$ cat src/rtl/dmac_filter.sv
module dmac_filter #(
  parameter int ENTRIES = 16,
  parameter int AW      = 48,
  parameter int MCBIT   = 40,
  parameter int NERR    = 5,
  localparam int IW     = $clog2(ENTRIES),
  localparam int CW     = IW + 1
) (
  input  logic          clk,
  input  logic          rst_n,
  input  logic [AW-1:0] dst_addr,
  input  logic          dst_vld,
  input  logic [NERR-1:0] err_flags,
  input  logic          drop_req,
  input  logic          cfg_we,
  input  logic [CW-1:0] cfg_addr,
  input  logic [AW:0]   cfg_wdata,
  output logic          res_vld,
  output logic          hit_vld,
  output logic [IW-1:0] hit_idx,
  output logic          is_bcast,
  output logic          is_mcast,
  output logic          drop
);

  logic [ENTRIES-1:0] ent_on;
  logic [AW-1:0]      ent_addr [ENTRIES];
  logic [1:0]         mode;

  always_ff @(posedge clk) begin
    if (!rst_n) begin
      ent_on <= '0;
      mode   <= 2'd0;
      for (int i = 0; i < ENTRIES; i++) ent_addr[i] <= '0;
    end else if (cfg_we) begin
      if (cfg_addr < CW'(ENTRIES)) begin
        ent_on[cfg_addr[IW-1:0]]   <= cfg_wdata[AW];
        ent_addr[cfg_addr[IW-1:0]] <= cfg_wdata[AW-1:0];
      end else if (cfg_addr == CW'(ENTRIES)) begin
        mode <= cfg_wdata[1:0];
      end
    end
  end

  logic [ENTRIES-1:0] match;
  for (genvar g = 0; g < ENTRIES; g++) begin : g_cmp
    assign match[g] = ent_on[g] && (ent_addr[g] == dst_addr);
  end

  logic [IW-1:0] first;
  always_comb begin
    first = '0;
    for (int i = ENTRIES - 1; i >= 0; i--)
      if (match[i]) first = IW'(i);
  end

  wire found = |match;
  wire bc    = &dst_addr;
  wire mc    = dst_addr[MCBIT] & ~bc;

  logic pol_drop;
  always_comb begin
    case (mode)
      2'd1:    pol_drop = ~found;
      2'd2:    pol_drop = ~(found | bc);
      2'd3:    pol_drop = ~(found | mc);
      default: pol_drop = 1'b0;
    endcase
  end

  always_ff @(posedge clk) begin
    if (!rst_n) begin
      res_vld  <= 1'b0;
      hit_vld  <= 1'b0;
      hit_idx  <= '0;
      is_bcast <= 1'b0;
      is_mcast <= 1'b0;
      drop     <= 1'b0;
    end else begin
      res_vld <= dst_vld;
      if (dst_vld) begin
        hit_vld  <= found;
        hit_idx  <= found ? first : '0;
        is_bcast <= bc;
        is_mcast <= mc;
        drop     <= pol_drop | drop_req | (|err_flags);
      end
    end
  end

endmodule

$ cat config.mk
export PLATFORM = sky130hd
export DESIGN_NAME = dmac_filter
export DESIGN_NICKNAME = d
export VERILOG_FILES = /design/src/rtl/dmac_filter.sv
export SDC_FILE = /design/constraint.sdc
export NUM_CORES = 1
export LEC_CHECK = 0
export BUFFER_PORTS_ARGS = -buffer_cell sky130_fd_sc_hd__buf_4
export CAP_MARGIN = 20
export CORE_MARGIN = 8
export CORE_UTILIZATION = 30
export DETAILED_ROUTE_END_ITERATION = 6
export HOLD_SLACK_MARGIN = 0.06
export SYNTH_ARGS = -nofsm -noshare
export SYNTH_HDL_FRONTEND = slang
export SYNTH_SLANG_ARGS = --single-unit
export TNS_END_PERCENT = 10
$ cat constraint.sdc
create_clock -name clk -period 14.95 [get_ports clk]
set_clock_uncertainty 0.15 [all_clocks]
set_input_delay 1.495 -clock clk [delete_from_list [all_inputs] [get_ports clk]]
set_output_delay 1.495 -clock clk [all_outputs]
set_load 0.005 [all_outputs]
==> results.md, run 1 <==
Status:
- The run finished with clean final reports.

STA:
- Measured against its own limit, the worst slew margin works out to 27.7%.
- The clock period minus worst slack is 4.27 ns.
- The worst-margin pin slew is 1.08 ns.
- Adding up every negative setup slack in the final design gives 0 ns.
- The hold violation count in the final report was 0.
- Of the available clock period, the critical path in the final layout requires 28.6%.
- The number of pins exceeding their max-slew limit in the final report is 0.
- The highest achievable clock rate is 0.234 GHz.
- Setup repair after global routing left no endpoint under its margin.
- The number of endpoints failing setup at the final stage is 0.

Clock network:
- Buffers added to address setup during post-CTS repair amount to 0.
- Buffers inserted to repair hold after CTS numbered 0.
- After clock tree synthesis, the clock-pin slew on the worst setup and hold paths is 0.06 ns.
- The TritonCTS sink count is 795.
- The clock latency at the later pin of the worst-skew pair is 0.66 ns.
- Counting the buffers created by CTS gives 86.
- The number of instances resized during post-cts repair is 0.
- The number of buffers on the longest clock path is 3.
- The maximum level of the CTS H-tree is 3.
- TritonCTS built the clock tree.
- The clock tree root driver cell is sky130_fd_sc_hd__clkbuf_16.

Pwr:
- The ratio of total power to cell area is 116 nW/um^2.
- The worst supply voltage drop on vdd is 0.0791 mV.
- The leakage power of the design is 15.0 nW.

Detailed routing:
- The uppermost layer routed is met5.
- After detailed routing, the average wire length per cell comes to 32.0 um.
- The number of iterations in the first detailed-routing pass is 6.
- Detailed routing inserted a total of 29900 vias.
- The total length of routed wires is 173000 um.
- After detailed routing, the number of vias per cell comes to 5.52.
- The violation count after the first detailed-routing iteration is 5051.
- After detailed routing, the met3 layer carries 20700 um of wire.
- In the routed design, unresolved DRC markers number 0.
- For this block, wires on met1 add up to 62900 um.
- The detail route stage leaves a number of antenna-violating nets equal to 0.
- After detailed routing, the met2 layer carries 79800 um of wire.

Synthesis:
- The most used flip-flop cell after synthesis is sky130_fd_sc_hd__edfxtp_1.
- A synthesized cell averages 11.8 sq um.
- The mapped netlist covers 41400 sq um.
- The number of enable flip-flop cells after synthesis is 768.
- The distinct cell type count of the synthesized netlist is 64.
- The number of nets in the synthesized netlist is 3622.
- The number of flip-flops and latches in the synthesized netlist is 795.
- The number of cells produced by synthesis is 3510.
- The fraction of the yosys area taken by sequential cells is 57.0%.
- The number of warnings printed during yosys synthesis is 0.
- The fraction of registers with async set/reset is 0%.

Setup path:
- The family with the most delay on the worst path is compound AO/OA/AOI/OAI gates.
- The largest single stage delay on the critical path is 0.59 ns.
- The buffers plus inverters on the worst setup path is 2.
- At the worst endpoint, the required time is 15.39 ns.
- By startpoint and endpoint, the worst setup path is classified as in2reg.
- The data arrival time at the worst-slack endpoint is 4.72 ns.
- The master of the slowest instance on the critical path is sky130_fd_sc_hd__a311oi_1.
- The worst setup path is captured at a flop.
- Traced cell by cell, the critical path runs through buf_4 > inv_1 > a221o_1 > nor3_1 > nand4_1 > nor2_1 > o21ai_0 > a311oi_1 > o2111ai_1 > a21boi_1.
- The launching element type of the critical path is an input pin.
- Along the worst path, the maximum fanout reaches 19.

Floorplan:
- The chip width is 388 um.
- From bottom edge to top edge, the die measures 388 um.
- The core area is 137000 sq um.
- The floorplan has 136 rows.
- The overall die area is 150000 sq um.
- The initial core utilization is 30.2%.
- In this run the count of I/O pins placed on the die edge is 121.

Global routing:
- The initial antenna violation count is 45.
- Global routing finished with a remaining overflow of 0.
- The first-pass GRT wire length is 231000 um.
- The pin count of the biggest net entering global routing is 50.
- The number of global-route vias before repair was 27800.
- The total global-route track usage is 22.0%.

Place:
- The placed instances occupy a cell area of 44100 sq um.
- Routability-driven placement finished with a final weighted congestion of 0.921.
- Input and output buffers added on the ports amount to 120.
- The sum of net half-perimeters after detailed placement is 100000 um.

Cells and area:
- The area growth from synthesis to final layout is 13.3%.
- The final design instance area without fill is 47000 sq um.
- The number of filler cells placed in the layout is 13300.
- The post-route netlist has 9.07% of its cells at a drive strength greater than 1.
- At the end of the flow, the number of nets in the layout was 3635.

Run:
- The number of max-cap violations is 0.

Min path:
- The worst hold path class is reg2reg.
==> per-stage QoR <==
stage	setup WS, ns	hold WS [ns]	power (W)	utilization, %	instances
2_1_floorplan	8.95	0.292	0.00303	-	3510
3_3_place_gp	10.12	0.305	0.00333	32.1	5229
3_5_place_dp	10.09	0.312	0.00333	32.1	5229
4_1_cts	10.77	0.327	0.00544	34.2	5389
5_1_grt	10.61	0.356	0.00557	34.2	5390
6_report	10.68	0.327	0.00545	34.2	5417
==> worst min-delay path: stages (launching register included) <==
cell	delay, ns
sky130_fd_sc_hd__dfxtp_1	0.31
sky130_fd_sc_hd__inv_1	0.04
sky130_fd_sc_hd__o21ai_0	0.07
==> cell usage after synthesis (all sizes together), types with 2 or more instances <==
library cell / instances / share of area, %
and4: 8 / 0.17
a221o: 3 / 0.072
and2: 771 / 12
o21ai: 44 / 0.54
and4b: 2 / 0.048
xnor2: 625 / 13
nor3: 45 / 0.56
o221ai: 2 / 0.042
o22ai: 8 / 0.12
and3: 6 / 0.091
or3: 7 / 0.11
nand4: 284 / 4.3
nand2b: 127 / 1.9
nand3: 75 / 0.91
buf: 66 / 0.78
nor4b: 16 / 0.34
or4: 13 / 0.24
nor4: 84 / 1.3
dfxtp: 27 / 1.3
nor4bb: 4 / 0.097
edfxtp: 768 / 56
clkbuf: 164 / 1.5
nor2b: 16 / 0.24
a21boi: 5 / 0.091
nor3b: 5 / 0.091
a221oi: 3 / 0.063
nand4b: 9 / 0.19
or3b: 4 / 0.085
xor2: 75 / 1.6
or2: 2 / 0.030
nand2: 112 / 1.0
o2111ai: 15 / 0.32
inv: 52 / 0.47
or4b: 4 / 0.097
mux2i: 5 / 0.12
nor2: 40 / 0.37
==> cell type report <==
type                       count  area [sq um]  share of cell area, %
sequential                   795         23600                   50.2
multi-input combinational   2433         16900                   36.1
clock buffer                 119          2420                   5.16
tap                         1794          2240                   4.78
timing repair buffer         155          1160                   2.48
clock inverter                41           338                  0.719
inverter                      52           195                  0.416
antenna                       28          70.1                  0.149
==> worst paths after layout <==
| kind | start | end | slack, ns | cells past startpoint |
|---|---|---|---|---|
| setup / recovery | dst_addr[37] | hit_idx[0]$_SDFFE_PN0P_ | 10.68 | 10 |
| hold / removal | ent_on[13]$_SDFFE_PN0P_ | ent_on[13]$_SDFFE_PN0P_ | 0.33 | 2 |
| setup reg to reg | ent_addr[6][15]$_SDFFCE_PN0P_ | hit_idx[1]$_SDFFE_PN0P_ | 11.68 | 9 |
| hold reg to reg | ent_on[13]$_SDFFE_PN0P_ | ent_on[13]$_SDFFE_PN0P_ | 0.33 | 2 |
==> per-layer routing <==
metal | track usage, % | up-vias
met5 | 0 | -
met2 | 35.6 | 2165
met4 | 11.1 | 10
met3 | 5.19 | 516
met1 | 27.4 | 14800
li1 | - | 12400
==> cell usage in the layout, fill, tap and decap left out, drive strengths merged, types with 3 or more instances in the layout <==
cell type    n
nor2        40
xnor2      625
o22ai        8
clkinv      28
clkbuf     119
or3          7
o21ai       44
nor3        45
nor4bb       4
bufinv       5
diode       28
and4         8
or3b         4
buf        155
or4         13
nor3b        5
and3         6
nor2b       16
dfxtp       27
mux2i        5
inv         57
a221oi       3
a21boi       5
nand4      284
nand2b     127
xor2        75
nor4b       16
edfxtp     768
nand2      112
o2111ai     15
a221o        3
clkinvlp     3
nor4        84
nand4b       9
and2       771
nand3       75
or4b         4
==> cell families (layout without fill, tap and decap cells) <==
group	after synthesis	after routing	share of synthesized area (%)
other	0	28	0
AOI/OAI and AO/OA	92	92	1.52
xor gates and xnor gates	700	700	14.8
muxes	5	5	0.121
and+or+nand+nor	1636	1636	23.9
DFF	795	795	57.0
buffers and inverters	282	367	2.74
==> flip-flops by register name, summed over array words and instances, names as in the netlist <==
| name | count |
|---|---|
| ent_addr | 768 |
| is_bcast | 1 |
| ent_on | 16 |
| drop | 1 |
| hit_vld | 1 |
| mode | 2 |
| res_vld | 1 |
| is_mcast | 1 |
| hit_idx | 4 |
==> where the power goes <==
part / internal [W] / leakage (nW) / total (W) / switching [W]
clock network: 0.00122 / 1.35 / 0.00215 / 0.000927
registers: 0.00256 / 7.54 / 0.00262 / 0.0000610
logic: 0.000196 / 6.12 / 0.000680 / 0.000483
total: 0.00398 / 15.0 / 0.00545 / 0.00147
Note: power is estimated with default switching activity, not from simulation.
==> inputs of run 2 (changes only) <==
==> constraint.sdc (replaced) <==
create_clock -name clk -period 4 [get_ports clk]
set_clock_uncertainty 0.15 [all_clocks]
set_input_delay 0.4 -clock clk [delete_from_list [all_inputs] [get_ports clk]]
set_output_delay 0.4 -clock clk [all_outputs]
set_load 0.005 [all_outputs]
==> run 2 against run 1 <==
Against the previous run:
- via count rose by 1.4%
- utilization rose by 0.53 points
- largest cell class unchanged
- register-to-register slack worse by 11 ns
- highest routed layer unchanged
- global-route usage grew 0.81 points
- non-clock buffer count is 79 higher
- combinational power grew to 3.9 times the previous value
==> results.md, run 2 (synthesis results as in run 1) <==
Status:
- The run finished with clean final reports.

STA:
- In the finished design, the share of the clock period the worst path needs comes to 91.1%.
- Setup repair after global routing left no endpoint under its margin.
- The clock period minus worst slack is 3.64 ns.
- The worst slew margin relative to its limit was 34.0% (+6.3 points).
- The number of pins exceeding their max-slew limit in the final report is 0 (unchanged).
- The worst-margin pin slew was 0.990 ns (-0.0945 ns).
- The highest achievable clock rate is 0.274 GHz.
- The number of endpoints failing setup at the final stage is 0 (unchanged).
- The final setup TNS came to 0 ns (unchanged).
- The hold violation count in the final report was 0 (unchanged).

Pwr:
- The ratio of total power to cell area is 433 nW/um^2 (+270%).
- The worst supply voltage drop on vdd is 0.276 mV (+250%).
- The net load switching power was 0.00558 W (+280%).
- The switching share of power is 27.1% (+0.071 points).
- The post-layout total power came to 0.0206 W (+280%).
- The leakage power of the design is 15.5 nW (+2.9%).
- The internal power of the cells is 0.0151 W (+280%).
- The fraction of power consumed by combinational cells came to 12.8% (+0.3 points).
- The sequential group share of total power is 47.5% (-0.6 points).
- The clock network fraction of total power was 39.7% (+0.3 points).

Global routing:
- The sum of overflow across all layers after global routing is 0 (unchanged).
- The met2 track utilization from global routing is 36.0% (+0.39 points).
- The pin count of the biggest net entering global routing was 50 (unchanged).
- The total global-route track usage is 22.8% (+0.81 points).
- The met1 demand-to-capacity share in global routing is 28.8% (+1.4 points).
- The global routing stage identified its most utilized layer as met2.
- The first-pass GRT wire length is 239000 um (+3.5%).
- The number of global-route vias before repair is 28600 (+2.9%).
- The met3 track demand over resource was 4.79% (-0.40 points).
- The initial antenna violation count is 46 (+2.2%).

Cells and area:
- The number of flip-flops in the largest register is 768 (unchanged).
- In the final layout, the registers with the most flip-flops are ent_addr (768), ent_on (16), hit_idx (4).
- The multi-input logic area is 16900 sq um (about the same).
- The final cell utilization of the core is 34.7% (+0.53 points).
- The share of layout cells above drive strength 1 came to 11.1% (+2.0 points).
- The post-layout net count is 3714 (+2.2%).
- The most common cell after layout, fill and taps aside is sky130_fd_sc_hd__and2_1.
- The total area of sequential cells is 23600 sq um (unchanged).
- In the layout the commonest cells are sky130_fd_sc_hd__and2_1, sky130_fd_sc_hd__edfxtp_1, sky130_fd_sc_hd__xnor2_1, sky130_fd_sc_hd__nand4_1, sky130_fd_sc_hd__buf_4.
- The number of filler cells placed in the layout is 13300 (-0.090%).
- The final design instance area without fill is 47700 sq um (+1.5%).
- The number of standard cells in the final layout excluding fillers is 5505 (+1.6%).
- The area growth from synthesis to final layout is 15.1%.
- ent_addr holds more flip-flops than any other register.

Floorplan:
- The chip width is 388 um (unchanged).
- The core area was 137000 sq um (unchanged).
- The die span in y is 388 um (unchanged).
- The top-level I/O count is 121 (unchanged).
- The floorplan row count was 136 (unchanged).
- The overall die area is 150000 sq um (unchanged).
- The initial core utilization is 30.2% (unchanged).

Detailed routing:
- The violation count after the first detailed-routing iteration is 5013 (-0.75%).
- The via count is 30400 (+1.4%).
- The number of iterations in the first detailed-routing pass is 5 (-1).
- The per-cell routed wire length came to 32.4 um (+1.3%).
- The number of routed nets with antenna violations is 0 (unchanged).
- The DRC violation count after routing is 0 (unchanged).
- The detail-routed via count per cell is 5.51 (-0.20%).
- The total length of routed wires came to 179000 um (+3.0%).

Clock network:
- The number of buffers on the longest clock path came to 3 (unchanged).
- The clock latency at the later pin of the worst-skew pair is 0.67 ns (about the same).
- The clock tree root driver cell is sky130_fd_sc_hd__clkbuf_16.
- The clock input transition at the sequential cells of the worst setup and hold paths is 0.06 ns (about the same).
- The number of buffers created by CTS is 86 (unchanged).
- The maximum level of the CTS H-tree is 3 (unchanged).
- The TritonCTS sink count was 795 (unchanged).
- The count of buffers added by post-CTS timing repair for setup is 0 (unchanged).
- The TritonCTS clock tree is built.

Place:
- The placed cell count is 5304 (+1.4%).
- The weighted congestion reported at the end of routability-driven placement is 0.940 (+2.0%).
- The number of input and output port buffers inserted is 120 (unchanged).
- The cell area after placement is 44700 sq um (+1.4%).
- The sum of net half-perimeters after detailed placement is 111000 um (+11%).

Setup path:
- The data arrival time at the worst-slack endpoint was 4.04 ns (-0.68 ns).
- The biggest fanout along the worst timing path came to 4 (-15).
- The launching element type of the critical path is a flop.
- The required time of the worst setup path is 4.39 ns (-11.00 ns).
- The worst reg2reg path endpoint is drop$_SDFFE_PN0P_.
- The worst reg-to-reg path cell count came to 10 (+1).
- The worst setup path is captured at a flop.
- The register-to-register path setup slack was 0.36 ns (-11.32 ns).
- The startpoint identified for the worst register-to-register timing path is ent_addr[7][44]$_SDFFCE_PN0P_.
- The worst setup path is of the reg2reg kind.

Run:
- The number of max-cap violations is 0 (unchanged).

Min path:
- The worst-case hold path end point is ent_on[3]$_SDFFE_PN0P_.
- In this run the most critical hold path is launched from cfg_wdata[48].
- The worst hold path cell count is 3 (+1).
- The tightest min-delay check is of the in2reg type.
[run 2: layout make-up]
| cell class | count | share of cell area (%) |
|---|---|---|
| Antenna cell | 37 | 0.194 |
| Clock buffer | 129 | 5.28 |
| Clock inverter | 31 | 0.632 |
| Inverter | 52 | 0.409 |
| Multi-Input combinational cell | 2433 | 35.5 |
| Sequential cell | 795 | 49.5 |
| Tap cell | 1794 | 4.71 |
| Timing Repair Buffer | 234 | 3.81 |
[run 2: critical path, cell delays in order (launching register included)]
cell and delay, ns:
sky130_fd_sc_hd__edfxtp_1 0.45, sky130_fd_sc_hd__xnor2_1 0.65, sky130_fd_sc_hd__nand4_1 0.19, sky130_fd_sc_hd__or4_1 0.54, sky130_fd_sc_hd__nor4_2 0.32, sky130_fd_sc_hd__buf_4 0.20, sky130_fd_sc_hd__nor4_1 0.09, sky130_fd_sc_hd__nand4_4 0.17
sky130_fd_sc_hd__o21ai_1 0.09, sky130_fd_sc_hd__o211a_1 0.11, sky130_fd_sc_hd__dlygate4sd3_1 0.54
[run 2: per-stage QoR]
| stage | hold WS, ns | setup WS, ns |
|---|---|---|
| after floorplan | 0.292 | -0.904 |
| after global placement | 0.304 | 0.339 |
| after detailed placement | 0.322 | 0.389 |
| after CTS | 0.106 | 0.437 |
| after global routing | 0.133 | 0.324 |
| final | 0.122 | 0.357 |
[run 2: worst max path at each step]
stage | startpoint | to | slack, ns | cells after the start
floorplan | cfg_we | ent_addr[6][0]$_SDFFCE_PN0P_ | -0.90 | 3
global placement | dst_addr[11] | hit_idx[1]$_SDFFE_PN0P_ | 0.34 | 12
detailed placement | dst_addr[11] | hit_idx[0]$_SDFFE_PN0P_ | 0.39 | 12
CTS | ent_addr[8][30]$_SDFFCE_PN0P_ | drop$_SDFFE_PN0P_ | 0.44 | 10
global route | ent_addr[8][30]$_SDFFCE_PN0P_ | drop$_SDFFE_PN0P_ | 0.32 | 10
finish | ent_addr[7][44]$_SDFFCE_PN0P_ | drop$_SDFFE_PN0P_ | 0.36 | 10
[run 2: timing repair]
action / 4_1_cts / 5_1_grt
hold buffers: 4 / 0
hold endpoints to repair: 8 / 0
endpoints found under the setup margin: 0 / 0
resized for setup: 0 / 0
[run 2: power by group through the flow]
stage	Combinational [W]	Sequential, W	Clock, W
floorplan	0.00136	0.00996	0
global placement	0.00257	0.00997	0
detailed placement	0.00256	0.00998	0
CTS	0.00258	0.00981	0.00821
global route	0.00270	0.00985	0.00852
finish	0.00265	0.00980	0.00818
[run 2: per-layer routing]
layer	routed length, um	part of all wire, %
met1	65100	36
met2	81200	45
met3	21500	12
met4	10700	6.0
met5	13	0.0073
